File: config.mk
export PLATFORM = sky130hd
export DESIGN_NAME = radix_walker
export DESIGN_NICKNAME = d
export VERILOG_FILES = /design/src/rtl/walk_pkg.sv /design/src/rtl/walk_dp.sv /design/src/rtl/walk_ctrl.sv /design/src/rtl/radix_walker.sv
export SDC_FILE = /design/constraint.sdc
export NUM_CORES = 1
export LEC_CHECK = 0
export BUFFER_PORTS_ARGS = -buffer_cell sky130_fd_sc_hd__buf_2
export CAP_MARGIN = 20
export CORE_UTILIZATION = 45
export CTS_CLUSTER_DIAMETER = 50
export DETAILED_ROUTE_END_ITERATION = 10
export PLACE_DENSITY = 0.76
export SKIP_CTS_REPAIR_TIMING = 1
export SYNTH_ARGS = -nofsm -noshare
export SYNTH_HDL_FRONTEND = slang
export SYNTH_SLANG_ARGS = --single-unit
File: constraint.sdc
create_clock -name clk -period 1.7 [get_ports clk]
set_clock_uncertainty 0.1 [all_clocks]
set_input_delay 0.255 -clock clk [delete_from_list [all_inputs] [get_ports clk]]
set_output_delay 0.255 -clock clk [all_outputs]
set_load 0.02 [all_outputs]
File: src/rtl/walk_pkg.sv
package walk_pkg;
  parameter int LEVELS = 4;
  parameter int IDX_W  = 9;
  parameter int OFF_W  = 12;
  parameter int PPN_W  = 40;
  parameter int PTE_W  = 64;

  localparam int VA_W      = LEVELS * IDX_W + OFF_W;
  localparam int PA_W      = PPN_W + OFF_W;
  localparam int LVL_W     = $clog2(LEVELS);
  localparam int PTE_SHIFT = $clog2(PTE_W / 8);

  localparam int BIT_P  = 0;
  localparam int BIT_RW = 1;
  localparam int BIT_US = 2;
  localparam int BIT_A  = 5;
  localparam int BIT_D  = 6;
  localparam int BIT_XD = PTE_W - 1;

  typedef enum logic [1:0] {
    CAUSE_ABSENT  = 2'd0,
    CAUSE_WRPROT  = 2'd1,
    CAUSE_USRPROT = 2'd2,
    CAUSE_NOEXEC  = 2'd3
  } cause_e;

  typedef enum logic [1:0] {ST_IDLE, ST_READ, ST_EVAL, ST_WRITE} walkState_e;

  typedef struct packed {
    logic latchReq;
    logic capPte;
    logic advance;
    logic finishOk;
    logic finishFault;
  } walkStrobes_t;

  typedef struct packed {
    logic faultHit;
    logic needUpd;
    logic lastLvl;
  } walkFlags_t;
endpackage

File: src/rtl/walk_dp.sv
module walk_dp
  import walk_pkg::*;
(
  input  logic              clk,
  input  logic              rstN,
  input  walkStrobes_t      strobes,
  input  logic [VA_W-1:0]   reqVaddr,
  input  logic              reqWrite,
  input  logic              reqUser,
  input  logic              reqFetch,
  input  logic [PPN_W-1:0]  reqRootPpn,
  input  logic [PTE_W-1:0]  memRdata,
  output logic [PA_W-1:0]   memAddr,
  output logic [PTE_W-1:0]  memWdata,
  output walkFlags_t        flags,
  output logic              walkDone,
  output logic              walkFault,
  output logic [1:0]        faultCause,
  output logic [PA_W-1:0]   physAddr
);
  logic [VA_W-1:0]  vaQ;
  logic             wrQ, usQ, fxQ;
  logic [PPN_W-1:0] baseQ;
  logic [LVL_W-1:0] lvlQ;
  logic [PTE_W-1:0] pteQ;
  logic             doneQ, faultQ;
  cause_e           causeQ;
  logic [PA_W-1:0]  paQ;

  logic [IDX_W-1:0] idxArr [LEVELS];
  logic [IDX_W-1:0] curIdx;
  logic             lastLvl, wrDeny, usDeny, xdDeny, absent;
  cause_e           causeNow;

  for (genvar g = 0; g < LEVELS; g++) begin : g_idx
    assign idxArr[g] = vaQ[OFF_W + (LEVELS - 1 - g) * IDX_W +: IDX_W];
  end

  assign curIdx  = idxArr[lvlQ];
  assign lastLvl = (lvlQ == LVL_W'(LEVELS - 1));
  assign memAddr = {baseQ, {OFF_W{1'b0}}} + (PA_W'(curIdx) << PTE_SHIFT);

  assign absent = !pteQ[BIT_P];
  assign wrDeny = wrQ && !pteQ[BIT_RW];
  assign usDeny = usQ && !pteQ[BIT_US];
  assign xdDeny = fxQ && pteQ[BIT_XD];

  always_comb begin
    if (absent)      causeNow = CAUSE_ABSENT;
    else if (wrDeny) causeNow = CAUSE_WRPROT;
    else if (usDeny) causeNow = CAUSE_USRPROT;
    else             causeNow = CAUSE_NOEXEC;
  end

  always_comb begin
    flags.faultHit = absent || wrDeny || usDeny || xdDeny;
    flags.needUpd  = !pteQ[BIT_A] || (lastLvl && wrQ && !pteQ[BIT_D]);
    flags.lastLvl  = lastLvl;
  end

  always_comb begin
    memWdata = pteQ;
    memWdata[BIT_A] = 1'b1;
    if (lastLvl && wrQ) memWdata[BIT_D] = 1'b1;
  end

  always_ff @(posedge clk) begin
    if (!rstN) begin
      vaQ    <= '0;
      wrQ    <= 1'b0;
      usQ    <= 1'b0;
      fxQ    <= 1'b0;
      baseQ  <= '0;
      lvlQ   <= '0;
      pteQ   <= '0;
      doneQ  <= 1'b0;
      faultQ <= 1'b0;
      causeQ <= CAUSE_ABSENT;
      paQ    <= '0;
    end else begin
      doneQ <= 1'b0;
      if (strobes.latchReq) begin
        vaQ    <= reqVaddr;
        wrQ    <= reqWrite;
        usQ    <= reqUser;
        fxQ    <= reqFetch;
        baseQ  <= reqRootPpn;
        lvlQ   <= '0;
        faultQ <= 1'b0;
        causeQ <= CAUSE_ABSENT;
        paQ    <= '0;
      end
      if (strobes.capPte) pteQ <= memRdata;
      if (strobes.advance) begin
        baseQ <= pteQ[PA_W-1:OFF_W];
        lvlQ  <= lvlQ + 1'b1;
      end
      if (strobes.finishOk) begin
        doneQ  <= 1'b1;
        faultQ <= 1'b0;
        paQ    <= {pteQ[PA_W-1:OFF_W], vaQ[OFF_W-1:0]};
      end
      if (strobes.finishFault) begin
        doneQ  <= 1'b1;
        faultQ <= 1'b1;
        causeQ <= causeNow;
      end
    end
  end

  assign walkDone   = doneQ;
  assign walkFault  = faultQ;
  assign faultCause = causeQ;
  assign physAddr   = paQ;
endmodule

File: src/rtl/walk_ctrl.sv
module walk_ctrl
  import walk_pkg::*;
(
  input  logic         clk,
  input  logic         rstN,
  input  logic         reqValid,
  input  logic         memRspValid,
  input  walkFlags_t   flags,
  output walkStrobes_t strobes,
  output logic         memReqValid,
  output logic         memWrite
);
  walkState_e stateQ, stateD;

  always_comb begin
    stateD  = stateQ;
    strobes = '0;
    unique case (stateQ)
      ST_IDLE: begin
        if (reqValid) begin
          strobes.latchReq = 1'b1;
          stateD = ST_READ;
        end
      end
      ST_READ: begin
        if (memRspValid) begin
          strobes.capPte = 1'b1;
          stateD = ST_EVAL;
        end
      end
      ST_EVAL: begin
        if (flags.faultHit) begin
          strobes.finishFault = 1'b1;
          stateD = ST_IDLE;
        end else if (flags.needUpd) begin
          stateD = ST_WRITE;
        end else if (flags.lastLvl) begin
          strobes.finishOk = 1'b1;
          stateD = ST_IDLE;
        end else begin
          strobes.advance = 1'b1;
          stateD = ST_READ;
        end
      end
      ST_WRITE: begin
        if (memRspValid) begin
          if (flags.lastLvl) begin
            strobes.finishOk = 1'b1;
            stateD = ST_IDLE;
          end else begin
            strobes.advance = 1'b1;
            stateD = ST_READ;
          end
        end
      end
      default: stateD = ST_IDLE;
    endcase
  end

  always_ff @(posedge clk) begin
    if (!rstN) stateQ <= ST_IDLE;
    else       stateQ <= stateD;
  end

  assign memReqValid = (stateQ == ST_READ) || (stateQ == ST_WRITE);
  assign memWrite    = (stateQ == ST_WRITE);
endmodule

File: src/rtl/radix_walker.sv
module radix_walker
  import walk_pkg::*;
(
  input  logic              clk,
  input  logic              rstN,
  input  logic              reqValid,
  input  logic [VA_W-1:0]   reqVaddr,
  input  logic              reqWrite,
  input  logic              reqUser,
  input  logic              reqFetch,
  input  logic [PPN_W-1:0]  reqRootPpn,
  output logic              memReqValid,
  output logic              memWrite,
  output logic [PA_W-1:0]   memAddr,
  output logic [PTE_W-1:0]  memWdata,
  input  logic              memRspValid,
  input  logic [PTE_W-1:0]  memRdata,
  output logic              walkDone,
  output logic              walkFault,
  output logic [1:0]        faultCause,
  output logic [PA_W-1:0]   physAddr
);
  walkStrobes_t strobes;
  walkFlags_t   flags;

  walk_ctrl u_ctrl (
    .clk         (clk),
    .rstN        (rstN),
    .reqValid    (reqValid),
    .memRspValid (memRspValid),
    .flags       (flags),
    .strobes     (strobes),
    .memReqValid (memReqValid),
    .memWrite    (memWrite)
  );

  walk_dp u_dp (
    .clk        (clk),
    .rstN       (rstN),
    .strobes    (strobes),
    .reqVaddr   (reqVaddr),
    .reqWrite   (reqWrite),
    .reqUser    (reqUser),
    .reqFetch   (reqFetch),
    .reqRootPpn (reqRootPpn),
    .memRdata   (memRdata),
    .memAddr    (memAddr),
    .memWdata   (memWdata),
    .flags      (flags),
    .walkDone   (walkDone),
    .walkFault  (walkFault),
    .faultCause (faultCause),
    .physAddr   (physAddr)
  );
endmodule

==> flow_summary.toml <==
[run_status]
status = "complete, but fails checks"
violations = "negative setup slack"

[grt]
gr-usage-all-layers_pct = 22.3
use_met1_pct = 27.4
grt_pass1_wl_mm = 39.0
antenna_found_initial = 3
top_usage_layer = "met2"
grt_use_met2_pct = 37.2
grt_pass1_vias = 7606
grt_start_max_net_pins = 84
grt-ovfl-total = 0
gr-usage-met3_pct = 4.97

[sta]
period_needed_ns = 2.06
hold_viol_final = 0
tns_ns = -3.82
period_share_pct = 121
max_freq_mhz = 486
finalMaxSlewViolations = 0
setup_viol = 49
rsz0062_at_grt = "true"
final.setup.worst_slack_ns = -0.359

[critical_path]
setup.worst_path.end_class = "output pin"
cp.arrival_ns = 1.70
crit_slowest_cell = "mux4_2"
worstSetupStartpointType = "register"
max_stage_delay_ns = 0.51
crit_required_ns = 1.34
crit_path_max_fanout = 4
crit_chain = "buf_4, mux4_2, buf_2"
criticalPathCategory = "reg2out"

[synth]
synth_area_um2 = 9470
synth_seq_cells = 215
avgSynthCellArea_um2 = 9.04
synth-edff-count = 0
netlist-cell-type-count = 39
synthCells = 1048
synth_seq_area_share_pct = 45.4
dominantRegCellSynth = "dfxtp_1"
synthArstFlopShare_pct = 0
synth_warnings = 0

[clocking]
root_buffer = "clkbuf_16"
cts_buffers = 27
numClockSinks = 215
insertion_delay_ns = 0.53
ctsHtreeMaxLevel = 1
cts_buffer_depth = 3
clk_pin_slew_worst_paths_ns = 0.06
cts_tree = "built"

[die]
die-area_um2 = 21600
coreArea_um2 = 20400
start_util_pct = 46.4
dieHeight_um = 147
die_w_um = 147
placementRows = 52
ioPinCount = 333

[route]
routed_wirelength_mm = 27.8
first_pass_iters = 5
route.detailed.drc = 0
dr.first_iter.drc_count = 369
viasPerCell = 5.08
routedWlPerCell_um = 16.3
vias = 8681
ant_nets = 0

[layout]
finalNetCount = 1575
utilization_pct = 64.9
multi_input_comb_area_um2 = 4300
instances_no_fill = 1709
final_common_cell = "nand2_1"
syn_to_final_growth_pct = 40.0
drive_gt1_share_pct = 30.6
fillers = 1585
final_cell_mix = "nand2_1, buf_2, dfxtp_1"
seqCellArea_um2 = 4310

[job]
maxCapViolations = 0

[pwr]
ir_drop_v = 0.000765
power.density_nw_per_um2 = 1010
power_mw = 13.4
p_leak_nw = 6.07

[placement]
place.gp.congestion = 0.811
place_inst = 1537
place.port_buffers = 328
dp_slack_ns = -0.0557
dp_hpwl_mm = 17.3

[worst_hold_path]
hp-class = "in2reg"
[cells by family after synthesis]
kind of cell | share of synthesized area, %
other cells | 0.0793
mux | 16.9
simple gates | 17.8
flops | 45.4
buf+inv | 9.59
fa+ha+maj | 0.132
compound gates | 10.0
[synth_stat cells (3+ instances only)]
library cell | instances | area share (%)
nand2b_1 | 6 | 0.40
mux4_2 | 9 | 2.1
nand3_1 | 57 | 3.0
buf_2 | 12 | 0.63
a21boi_1 | 115 | 9.1
buf_1 | 4 | 0.16
dfxtp_1 | 215 | 45
mux2_1 | 35 | 4.2
buf_4 | 72 | 5.7
buf_6 | 9 | 1.1
clkbuf_1 | 49 | 1.9
mux2_2 | 5 | 0.59
nand2_1 | 330 | 13
o21ai_0 | 3 | 0.16
mux2i_1 | 95 | 10
a21oi_1 | 3 | 0.16
[through the flow]
| step | hold WS (ns) | instance area [um^2] |
|---|---|---|
| final | 0.0103 | 13300 |
| after global routing | 0.0144 | 13300 |
| after CTS | -0.159 | 12000 |
| after detailed placement | 0.342 | 11000 |
| after global placement | 0.337 | 11000 |
| after floorplan | 0.290 | 9480 |
[area by class of cell]
| cell class | instances | share of cell area (%) |
|---|---|---|
| Antenna cell | 3 | 0.0566 |
| Clock buffer | 33 | 5.34 |
| Clock inverter | 17 | 1.71 |
| Inverter | 2 | 0.0566 |
| Multi-Input combinational cell | 687 | 32.4 |
| Sequential cell | 215 | 32.5 |
| Tap cell | 270 | 2.55 |
| Timing Repair Buffer | 482 | 25.3 |
[final timing paths]
check                                     from        endpoint  slack (ns)  cells past startpoint
worst min register to register   u_dp.pteQ[59]   u_dp.pteQ[59]        0.35                      2
worst max register to register    u_dp.lvlQ[0]  u_dp.baseQ[34]       -0.06                      5
worst max-delay path              u_dp.lvlQ[0]     memAddr[10]       -0.36                      3
worst min-delay path            reqRootPpn[26]  u_dp.baseQ[26]        0.01                      4
[per-layer routing]
metal / up-vias / part of all wire [%]
met5: - / 0
met4: 0 / 4.1
met3: 87 / 6.2
met2: 363 / 50
met1: 4080 / 40
li1: 4151 / -
[sequential cells by signal, indices dropped and copies added (netlist names)]
name,cells
u_ctrl.stateQ,2
u_dp.vaQ,48
u_dp.faultCause,2
u_dp.wrQ,1
u_dp.walkDone,1
u_dp.fxQ,1
u_dp.usQ,1
u_dp.walkFault,1
u_dp.baseQ,40
u_dp.lvlQ,2
u_dp.physAddr,52
u_dp.pteQ,64
[worst max-delay path, delay by kind of cell (launching register included)]
| family | cells | cell delay [ns] |
|---|---|---|
| buffers and inverters | 2 | 0.33 |
| multiplexers | 1 | 0.51 |
| flip-flops | 1 | 0.34 |
[power breakdown]
part	switching, mW	internal, mW	total, mW
sequential	0.156	5.29	5.45
clock	2.33	3.64	5.97
combinational	1.05	0.905	1.95
total	3.54	9.84	13.4
No activity file was read; power rests on OpenSTA's default activity.
